==> src/rtl/ks_pkg.sv <==
package ks_pkg;

  typedef enum logic [1:0] {
    KS_K128 = 2'b00,
    KS_K192 = 2'b01,
    KS_K256 = 2'b10
  } ksize_e;

  // multiply by x modulo x^8+x^4+x^3+x+1
  function automatic logic [7:0] gf_x2(input logic [7:0] a);
    return {a[6:0], 1'b0} ^ (a[7] ? 8'h1b : 8'h00);
  endfunction

  function automatic logic [7:0] gf_mul(input logic [7:0] a, input logic [7:0] b);
    logic [7:0] acc;
    logic [7:0] sh;
    acc = 8'h00;
    sh  = a;
    for (int k = 0; k < 8; k++) begin
      if (b[k]) acc = acc ^ sh;
      sh = gf_x2(sh);
    end
    return acc;
  endfunction

  // a^254 equals the inverse for a != 0 and gives 0 for 0
  function automatic logic [7:0] gf_inv(input logic [7:0] a);
    logic [7:0] pw;
    logic [7:0] res;
    pw  = a;
    res = 8'h01;
    for (int k = 1; k < 8; k++) begin
      pw  = gf_mul(pw, pw);
      res = gf_mul(res, pw);
    end
    return res;
  endfunction

  function automatic logic [7:0] sub_affine(input logic [7:0] b);
    logic [7:0] acc;
    logic [7:0] rot;
    acc = b;
    rot = b;
    for (int n = 0; n < 4; n++) begin
      rot = {rot[6:0], rot[7]};
      acc = acc ^ rot;
    end
    return acc ^ 8'h63;
  endfunction

endpackage

==> src/rtl/ks_subword.sv <==
module ks_subword #(
  parameter int WORD_W = 32
) (
  input  logic [WORD_W-1:0] w_i,
  output logic [WORD_W-1:0] w_o
);
  import ks_pkg::*;
  localparam int NBYTE = WORD_W / 8;

  for (genvar b = 0; b < NBYTE; b++) begin : g_byte
    assign w_o[8*b +: 8] = sub_affine(gf_inv(w_i[8*b +: 8]));
  end
endmodule

==> src/rtl/ks_invmix.sv <==
module ks_invmix #(
  parameter int WORD_W = 32
) (
  input  logic [WORD_W-1:0] col_i,
  output logic [WORD_W-1:0] col_o
);
  import ks_pkg::*;
  localparam int NROW = WORD_W / 8;

  logic [7:0] row [NROW];

  for (genvar r = 0; r < NROW; r++) begin : g_split
    assign row[r] = col_i[WORD_W-1-8*r -: 8];
  end

  for (genvar r = 0; r < NROW; r++) begin : g_row
    assign col_o[WORD_W-1-8*r -: 8] = gf_mul(8'h0e, row[r])
                                    ^ gf_mul(8'h0b, row[(r+1)%NROW])
                                    ^ gf_mul(8'h0d, row[(r+2)%NROW])
                                    ^ gf_mul(8'h09, row[(r+3)%NROW]);
  end
endmodule

==> src/rtl/keysched_top.sv <==
module keysched_top #(
  parameter int WORD_W    = 32,
  parameter int MAX_NK    = 8,
  parameter int BLK_WORDS = 4
) (
  input  logic                  clk,
  input  logic                  rst,
  input  logic                  start_i,
  input  logic [WORD_W*MAX_NK-1:0] key_i,
  input  logic [1:0]            ksize_i,
  input  logic                  decrypt_i,
  output logic                  busy_o,
  output logic                  done_o,
  output logic                  wvalid_o,
  output logic [$clog2(BLK_WORDS*(MAX_NK+7))-1:0] widx_o,
  output logic [WORD_W-1:0]     word_o
);
  import ks_pkg::*;

  localparam int KEY_W     = WORD_W * MAX_NK;
  localparam int MAX_WORDS = BLK_WORDS * (MAX_NK + 7);
  localparam int IDX_W     = $clog2(MAX_WORDS);
  localparam int SEL_W     = $clog2(MAX_NK);
  localparam int ROUND_ADD = 6;

  logic [WORD_W-1:0] key_q [MAX_NK];
  logic [WORD_W-1:0] win_q [MAX_NK];
  logic [IDX_W-1:0]  nk_q, last_q, mixend_q, idx_q, kpos_q;
  logic              dec_q, lastw_q;
  logic [7:0]        rcon_q;

  logic [IDX_W-1:0]  nk_d;
  logic [SEL_W-1:0]  back_sel;
  logic [WORD_W-1:0] prev_w, back_w, sub_in, sub_out, raw_w, mix_w, out_w;
  logic              kp_zero, kp_half, in_key, use_mix;

  always_comb begin
    unique case (ksize_i)
      KS_K128: nk_d = IDX_W'(4);
      KS_K192: nk_d = IDX_W'(6);
      default: nk_d = IDX_W'(MAX_NK);
    endcase
  end

  assign back_sel = SEL_W'(nk_q - 1'b1);
  assign prev_w   = win_q[0];
  assign back_w   = win_q[back_sel];
  assign kp_zero  = (kpos_q == '0);
  assign kp_half  = (nk_q == IDX_W'(MAX_NK)) && (kpos_q == IDX_W'(MAX_NK / 2));
  assign in_key   = (idx_q < nk_q);
  assign sub_in   = kp_zero ? {prev_w[WORD_W-9:0], prev_w[WORD_W-1 -: 8]} : prev_w;

  ks_subword #(.WORD_W(WORD_W)) u_sub (.w_i(sub_in), .w_o(sub_out));

  always_comb begin
    if (in_key)       raw_w = key_q[idx_q[SEL_W-1:0]];
    else if (kp_zero) raw_w = back_w ^ sub_out ^ {rcon_q, {(WORD_W-8){1'b0}}};
    else if (kp_half) raw_w = back_w ^ sub_out;
    else              raw_w = back_w ^ prev_w;
  end

  ks_invmix #(.WORD_W(WORD_W)) u_mix (.col_i(raw_w), .col_o(mix_w));

  assign use_mix = dec_q && (idx_q >= IDX_W'(BLK_WORDS)) && (idx_q < mixend_q);
  assign out_w   = use_mix ? mix_w : raw_w;

  // control
  always_ff @(posedge clk) begin
    if (rst) begin
      busy_o   <= 1'b0;
      wvalid_o <= 1'b0;
      lastw_q  <= 1'b0;
      done_o   <= 1'b0;
      idx_q    <= '0;
      kpos_q   <= '0;
      rcon_q   <= 8'h01;
    end else begin
      done_o   <= lastw_q;
      wvalid_o <= busy_o;
      lastw_q  <= busy_o && (idx_q == last_q);
      if (!busy_o) begin
        if (start_i) begin
          busy_o <= 1'b1;
          idx_q  <= '0;
          kpos_q <= '0;
          rcon_q <= 8'h01;
        end
      end else begin
        idx_q  <= idx_q + 1'b1;
        kpos_q <= (kpos_q == nk_q - 1'b1) ? '0 : kpos_q + 1'b1;
        if (!in_key && kp_zero) rcon_q <= gf_x2(rcon_q);
        if (idx_q == last_q) busy_o <= 1'b0;
      end
    end
  end

  // datapath registers, no reset
  always_ff @(posedge clk) begin
    if (!busy_o && start_i) begin
      nk_q     <= nk_d;
      dec_q    <= decrypt_i;
      last_q   <= IDX_W'(BLK_WORDS) * (nk_d + IDX_W'(ROUND_ADD + 1)) - 1'b1;
      mixend_q <= IDX_W'(BLK_WORDS) * (nk_d + IDX_W'(ROUND_ADD));
      for (int j = 0; j < MAX_NK; j++) key_q[j] <= key_i[KEY_W-1-WORD_W*j -: WORD_W];
    end
    if (busy_o) begin
      for (int j = MAX_NK - 1; j > 0; j--) win_q[j] <= win_q[j-1];
      win_q[0] <= raw_w;
      word_o   <= out_w;
      widx_o   <= idx_q;
    end
  end
endmodule

==> config.mk <==
export PLATFORM = sky130hd
export DESIGN_NAME = keysched_top
export DESIGN_NICKNAME = d
export VERILOG_FILES = /design/src/rtl/ks_pkg.sv /design/src/rtl/ks_subword.sv /design/src/rtl/ks_invmix.sv /design/src/rtl/keysched_top.sv
export SDC_FILE = /design/constraint.sdc
export NUM_CORES = 2
export LEC_CHECK = 0
export BUFFER_PORTS_ARGS = -buffer_cell sky130_fd_sc_hd__buf_2
export CORE_UTILIZATION = 55
export DETAILED_ROUTE_END_ITERATION = 8
export PLACE_DENSITY = 0.71
export SYNTH_ARGS = -nofsm -noshare
export SYNTH_HDL_FRONTEND = slang
export SYNTH_SLANG_ARGS = --single-unit
==> constraint.sdc <==
create_clock -name clk -period 61.6 [get_ports clk]
set_clock_uncertainty 0.1 [all_clocks]
set_input_delay 3.08 -clock clk [delete_from_list [all_inputs] [get_ports clk]]
set_output_delay 3.08 -clock clk [all_outputs]
set_load 0.01 [all_outputs]
# After elaboration in Yosys (flattened, before gate mapping)
# Memory sizes are Yosys's and may differ from the RTL's. A register that Yosys moved wholly into a read port is not among the register bits.
# Cells that the tools add are included.
[word_totals] latch_bits=0 romBits=0 inputBits=262 memories=2 mem_bits_rw=512 output_inout_bits=41 ff_bits=79 word_cells=1909
[classes] n_mux=963 eq_ne=6 n_div=0 mul=0 addsub=6 n_bitwise=904 n_reduce_logical=12 n_shift=0 order_cmp=3
[memory_table] name="key_q" depth=8 width=32 read_ports=1 rd_clocked_by_memory_dff=1 wr=8 line="keysched_top.sv:26" source="logic [WORD_W-1:0] key_q [MAX_NK];"
[memory_table] name="win_q" depth=8 width=32 read_ports=8 rd_clocked_by_memory_dff=0 wr=8 line="keysched_top.sv:27" source="logic [WORD_W-1:0] win_q [MAX_NK];"
[ops] op="8-bit bitwise XOR" count=756
[ops] op="8-bit two-way mux" count=467
[ops] op="5-bit two-way mux" count=385
[ops] op="7-bit two-way mux" count=36
[ops] op="6-bit two-way mux" count=28
[ops] op="32-bit two-way mux" count=5
[ops] op="2-bit NOT with 3-bit output" count=48
[ops] op="5-bit NOT" count=24
[ops] op="6-bit NOT" count=16
[ops] op="32-bit bitwise XOR" count=3
[ops] op="4-bit two-way mux" count=20
[ops] op="1-bit NOT with 2-bit output" count=16
[ops] op="1-bit NOT (first input constant)" count=28
[ops] op="7-bit NOT" count=4
[ops] op="3-bit two-way mux" count=6
[ops] op="4-bit NOT" count=4
[ops] op="6-bit by 1-bit adder with 6-bit output (second input constant)" count=2
[ops] op="6-bit equality test" count=2
[ops] op="6-bit less-than comparator" count=2
[ops] op="6-bit by 1-bit subtractor with 6-bit output (second input constant)" count=2
[ops] op="1-bit two-way mux" count=11
[ops] op="4-bit by 3-bit adder with 4-bit output (second input constant)" count=2
[ops] op="2-bit two-way mux" count=4
[ops] op="2-bit NOT" count=4
[ops] op="other kinds (13)" count=19

# Longest topological paths before layout
[depth] ltp_word=157 depth_mapped=90 depth_no_buf=71

# Hierarchy
# Synthesis repeated with hierarchy kept, for this count alone.
[hier_totals] hier_cells=9319 hier_area_um2=82446.6
[modules_own_cells] mod="ks_subword" cells_per_inst=7927 seq_area_each_um2=0.0 instances=1 area_per_inst_um2=57337.5
[modules_own_cells] mod="keysched_top" cells_per_inst=1182 seq_area_each_um2=17266.6 instances=1 area_per_inst_um2=22965.8
[modules_own_cells] mod="ks_invmix" cells_per_inst=210 seq_area_each_um2=0.0 instances=1 area_per_inst_um2=2143.3

# Least setup slack after synthesis
# Ideal clock, no wire load.
[synth_timing] path_type="reg-to-reg" from="register kpos_q[0]" to="register word_o[28], data pin" setup_slack_ns=41.631 period_less_slack_ns=19.969 path_stages_with_launch=83 t_arrival_ns=19.593 setup_time_ns=0.276 required_ns=61.224 n_path_buf=17 cell_sequence="dfxtp_1 -> inv_1 -> ha_1 -> nor4b_2 -> buf_4 -> nand2_2 -> buf_6 -> buf_6 -> buf_6 -> buf_6 -> buf_4 -> buf_2 -> a21o_1 -> ha_1 -> buf_1 -> clkinv_1 -> a21oi_1 -> xor3_1 -> (+47 left out) -> xor3_1 -> mux2i_1 -> a21oi_1 -> xnor3_1 -> xnor2_1 -> xnor2_1 -> xnor3_1 -> xnor3_1 -> o21ai_0 -> xor2_1 -> nand2_1 -> o21ai_2 -> xnor2_1 -> xor2_1 -> xor2_1 -> xnor3_1 -> xnor2_1 -> mux2i_1"
[synth_via] elab_cells_between_ends=1616 classes_between="eq/ne (1); mux (845); bitwise (768); reduce/logical (2)"
[synth_lines] element="start, declared" line="keysched_top.sv:28" source="logic [IDX_W-1:0] nk_q, last_q, mixend_q, idx_q, kpos_q;"
[synth_lines] element="start signal, assigned" line="keysched_top.sv:90" source="kpos_q <= (kpos_q == nk_q - 1'b1) ? '0 : kpos_q + 1'b1;"
[synth_lines] element="6-bit zero test" line="keysched_top.sv:48" source="assign kp_zero = (kpos_q == '0);"
[synth_lines] element="32-bit two-way mux" line="keysched_top.sv:51" source="assign sub_in = kp_zero ? {prev_w[WORD_W-9:0], prev_w[WORD_W-1 -: 8]} : prev_w;"
[synth_lines] element="5-bit two-way mux" line="ks_pkg.sv:11" source="return {a[6:0], 1'b0} ^ (a[7] ? 8'h1b : 8'h00);"
[synth_lines] element="8-bit bitwise XOR" line="ks_pkg.sv:11"
[synth_lines] element="8-bit bitwise XOR" line="ks_pkg.sv:20" source="if (b[k]) acc = acc ^ sh;"
[synth_lines] element="8-bit two-way mux" line="ks_pkg.sv:20"
[synth_lines] element="8-bit bitwise XOR" line="ks_pkg.sv:20"
[synth_lines] element="8-bit two-way mux" line="ks_pkg.sv:20"
[synth_lines] element="(+125 left out)"
[synth_lines] element="32-bit two-way mux (*)" line="keysched_top.sv:56" source="if (in_key) raw_w = key_q[idx_q[SEL_W-1:0]];"
[synth_lines] element="net raw_w[23]" line="keysched_top.sv:34" source="logic [WORD_W-1:0] prev_w, back_w, sub_in, sub_out, raw_w, mix_w, out_w;"
[synth_lines] element="8-bit two-way mux (*)" line="ks_pkg.sv:20"
[synth_lines] element="8-bit bitwise XOR (*)" line="ks_invmix.sv:18" source="^ gf_mul(8'h0b, row[(r+1)%NROW])"
[synth_lines] element="8-bit bitwise XOR (*)" line="ks_invmix.sv:19" source="^ gf_mul(8'h0d, row[(r+2)%NROW])"
[synth_lines] element="8-bit bitwise XOR (*)" line="ks_invmix.sv:20" source="^ gf_mul(8'h09, row[(r+3)%NROW]);"
[synth_lines] element="32-bit two-way mux (*)" line="keysched_top.sv:65" source="assign out_w = use_mix ? mix_w : raw_w;"
[synth_lines] element="net out_w[28]" line="keysched_top.sv:34"
[synth_lines] element="end signal, assigned" line="keysched_top.sv:109" source="word_o <= out_w;"
[synth_lines] element="end, declared" line="keysched_top.sv:16" source="output logic [WORD_W-1:0] word_o"
# The timed path passes the listed nets; every way through them passes the cells marked *.
# A chain may end at the register's enable or synchronous reset.

# Worst setup path after layout
[layout_timing] from="register kpos_q[0]" to="register word_o[27], data pin"
[layout_via] elab_cells_between_ends=1620 classes_between="eq/ne (1); mux (849); bitwise (768); reduce/logical (2)"
[layout_lines] element="6-bit zero test" line="keysched_top.sv:48"
[layout_lines] element="32-bit two-way mux" line="keysched_top.sv:51"
[layout_lines] element="5-bit two-way mux, or another cell as far along" line="ks_pkg.sv:11"
[layout_lines] element="8-bit bitwise XOR, on equally long branches" line="ks_pkg.sv:11, ks_pkg.sv:20"
[layout_lines] element="8-bit bitwise XOR or 8-bit two-way mux (tied branches)" line="ks_pkg.sv:20"
[layout_lines] element="8-bit two-way mux or 8-bit bitwise XOR (tied branches)" line="ks_pkg.sv:20"
[layout_lines] element="8-bit bitwise XOR or 8-bit two-way mux (tied branches)" line="ks_pkg.sv:20"
[layout_lines] element="8-bit two-way mux or 8-bit bitwise XOR (tied branches)" line="ks_pkg.sv:20"
[layout_lines] element="(+126 left out)"
[layout_lines] element="net raw_w[11]" line="keysched_top.sv:34"
[layout_lines] element="(+4 left out)"
[layout_lines] element="5-bit NOT (no source line)"
[layout_lines] element="7-bit two-way mux (*)" line="ks_pkg.sv:20"
[layout_lines] element="5-bit NOT (no source line)"
[layout_lines] element="8-bit two-way mux (*)" line="ks_pkg.sv:20"
[layout_lines] element="8-bit bitwise XOR (*)" line="ks_invmix.sv:19"
[layout_lines] element="8-bit bitwise XOR (*)" line="ks_invmix.sv:20"
[layout_lines] element="32-bit two-way mux (*)" line="keysched_top.sv:65"
[layout_lines] element="net out_w[27]" line="keysched_top.sv:34"
# Marks and branches as above.

==> flow_metrics.py <==
metrics = {
    "outcome": {
        "status": "completed",
    },
    "final_layout": {
        "syn2layout_area_growth_pct": 6.55,
        "nets": 10200,
        "final_common_cell": "xnor2_1",
        "design_area_sq_um": 93400,
        "layout_common_cells": "1596 x xnor2_1, 1239 x nor2_1, 940 x nand2_1",
        "fillers": 13700,
        "drive_above_1_share_pct": 12.7,
    },
    "critical_path": {
        "r2r_end": "word_o[27]",
        "max_stage_delay_ns": 0.90,
        "r2r_setup_slack_ns": 37.47,
        "cp-endpoint": "word_o[27]",
        "worstSetupPathType": "register to register",
        "endpoint_kind": "register",
        "critical_path.top_delay_family": "XOR/XNOR gates",
        "worst-endpoint-arrival_ns": 24.35,
        "crit_buf_inv": 6,
        "crit_top_cell": "xnor2_1",
        "cp-startpoint": "kpos_q[0]",
        "startpoint_type": "register",
        "reg2reg_depth": 71,
        "reg2reg_from": "kpos_q[0]",
        "cpMaxStageDelayCell": "xnor2_1",
        "crit_required_ns": 61.82,
        "cp.depth": 71,
        "critPathMaxFanout": 34,
    },
    "yosys": {
        "syn-num-nets": 10300,
        "yosysSeqAreaShare_pct": 19.7,
        "yosys_register_bits": 584,
        "syn_area_per_cell_sq_um": 8.80,
        "synth_cell_type_count": 131,
        "synthCells": 9963,
        "yosysWarnings": 0,
        "ys.flop_type": "edfxtp_1",
        "synth_edf_count": 557,
        "mappedNetlistArea_sq_um": 87700,
        "async_flop_share_pct": 0,
    },
    "timing": {
        "finalSetupTns_ns": 0,
        "hold_slack_ns": 0.285,
        "setup_viol_count_final": 0,
        "max_freq_mhz": 41.4,
        "worst_pin_slew_ns": 1.19,
        "rsz0062_at_grt": "false",
        "fin_crit_ns": 24.13,
        "slew_headroom_pct": 20.2,
        "maxSlewViolCount": 0,
        "finalCritPeriodShare_pct": 39.2,
        "final_hold_viol_count": 0,
    },
    "floorplanning": {
        "die_area_sq_um": 161000,
        "num_rows": 146,
        "core_sq_um": 158000,
        "start_util_pct": 55.4,
        "die_x_microns": 401,
        "die_y_microns": 401,
        "io_pins": 303,
    },
    "place": {
        "gp_congestion": 0.964,
        "portBuffers": 302,
        "dp_hpwl_microns": 187000,
        "placed_area_sq_um": 91500,
    },
    "routing": {
        "post_drt_wl_per_cell_microns": 21.5,
        "antenna_left": 0,
        "drc": 0,
        "avgViaCountPerCell": 6.34,
        "firstDrtPassIters": 9,
        "wirelength_microns": 259000,
        "vias": 76400,
        "drtIter0Drc": 9207,
    },
    "cts": {
        "cts.root.buffer_cell": "clkbuf_16",
        "cts_num_sinks": 584,
        "clockBufferDepth": 3,
        "cts_made_buffers": 59,
        "ctsHoldBuffers": 0,
        "htreeDepth": 2,
        "cts_resized": 0,
        "path_clk_slew_ns": 0.06,
        "cts_setup_buffers": 0,
        "cts_tree": "yes",
        "clock_latency_ns": 0.64,
    },
    "hold_path": {
        "hp-class": "register to register",
        "hold_start": "win_q[6][1]",
    },
    "grt": {
        "antenna_found_initial": 9,
        "overflow": 0,
        "first_global_vias": 71000,
        "grt_pass1_wl_microns": 406000,
        "grt_max_degree": 190,
        "grt_use_total_pct": 30.7,
    },
    "run": {
        "drv_cap": 0,
    },
}
-- sequential cells by signal, indices dropped and copies added, names as in the netlist, named ones only --
| signal | count |
|---|---|
| busy_o | 1 |
| dec_q | 1 |
| done_o | 1 |
| idx_q | 6 |
| key_q | 256 |
| kpos_q | 6 |
| last_q | 2 |
| lastw_q | 1 |
| mixend_q | 1 |
| nk_q | 3 |
| rcon_q | 8 |
| widx_o | 6 |
| win_q | 256 |
| word_o | 32 |
| wvalid_o | 1 |
-- logic make-up after synthesis --
logic type / Yosys count / share of synthesized area [%]
buf+inv: 826 / 4.07
fa+ha+maj: 40 / 0.568
simple gates: 3262 / 16.7
flops: 584 / 19.7
other cells: 1 / 0.00428
xor+xnor: 2748 / 36.5
mux: 470 / 6.93
compound gates: 2032 / 15.6
-- worst min path at each step --
stage / endpoint / cells past startpoint
after floorplan: win_q[3][0] / 0
after global placement: win_q[7][31] / 0
after detailed placement: win_q[3][12] / 0
after CTS: win_q[7][1] / 0
after global routing: win_q[7][1] / 0
final: win_q[7][1] / 0
-- worst reg2reg max path, delay by kind of cell (launching register included) --
family / cells / cell delay (ns)
buffers and inverters: 6 / 1.93
AOI/OAI and AO/OA: 9 / 2.27
and+or+nand+nor: 13 / 3.78
muxes: 4 / 1.16
DFF: 1 / 0.34
adders and majority gates: 5 / 2.33
xor gates and xnor gates: 34 / 11.87
-- Yosys cell counts (all sizes together) (53+ instances only) --
cell type	number	area share (%)
xnor2	1752	19
nor2	1249	5.4
nand2	941	4.0
edfxtp	557	19
xor2	533	5.8
a21oi	496	2.9
o21ai	441	2.5
xnor3	416	11
clkbuf	381	1.6
buf	316	1.9
mux2i	290	3.4
nand3	242	1.4
nor3	239	1.4
o22ai	149	1.1
inv	114	0.49
a211oi	106	0.93
o211ai	99	0.87
mux4	98	2.5
and2	91	0.65
mux2	82	1.1
nand2b	81	0.58
a31oi	79	0.57
nor2b	62	0.44
or3	57	0.41
a22oi	53	0.46
-- layer usage --
metal	vias to the layer above	global-route usage [%]	part of all wire (%)
li1	35400	-	-
met1	36800	43.5	42
met2	3771	50.3	47
met3	438	3.08	8.2
met4	4	7.50	2.5
met5	-	0	0.010
-- area by class of cell --
cell class | count | area (sq um) | share of cell area, %
tap | 2072 | 2590 | 2.77
clock buffer | 72 | 1540 | 1.64
inverter | 129 | 493 | 0.528
antenna | 6 | 15.0 | 0.0161
sequential | 584 | 17300 | 18.5
timing repair buffer | 604 | 3790 | 4.06
multi-input combinational | 8553 | 67300 | 72.0
clock inverter | 40 | 415 | 0.445
-- stage by stage --
step / cells / setup WS (ns) / util, %
after global routing: 12100 / 35.95 / 59.0
after detailed placement: 11900 / 38.07 / 57.8
after CTS: 12100 / 37.96 / 59.0
after floorplan: 9963 / 41.63 / -
final: 12100 / 37.47 / 59.0
after global placement: 11900 / 38.34 / 57.8
Power is not shown: default switching activity piles up to over one toggle a cycle in this logic, so the estimate is an artifact.
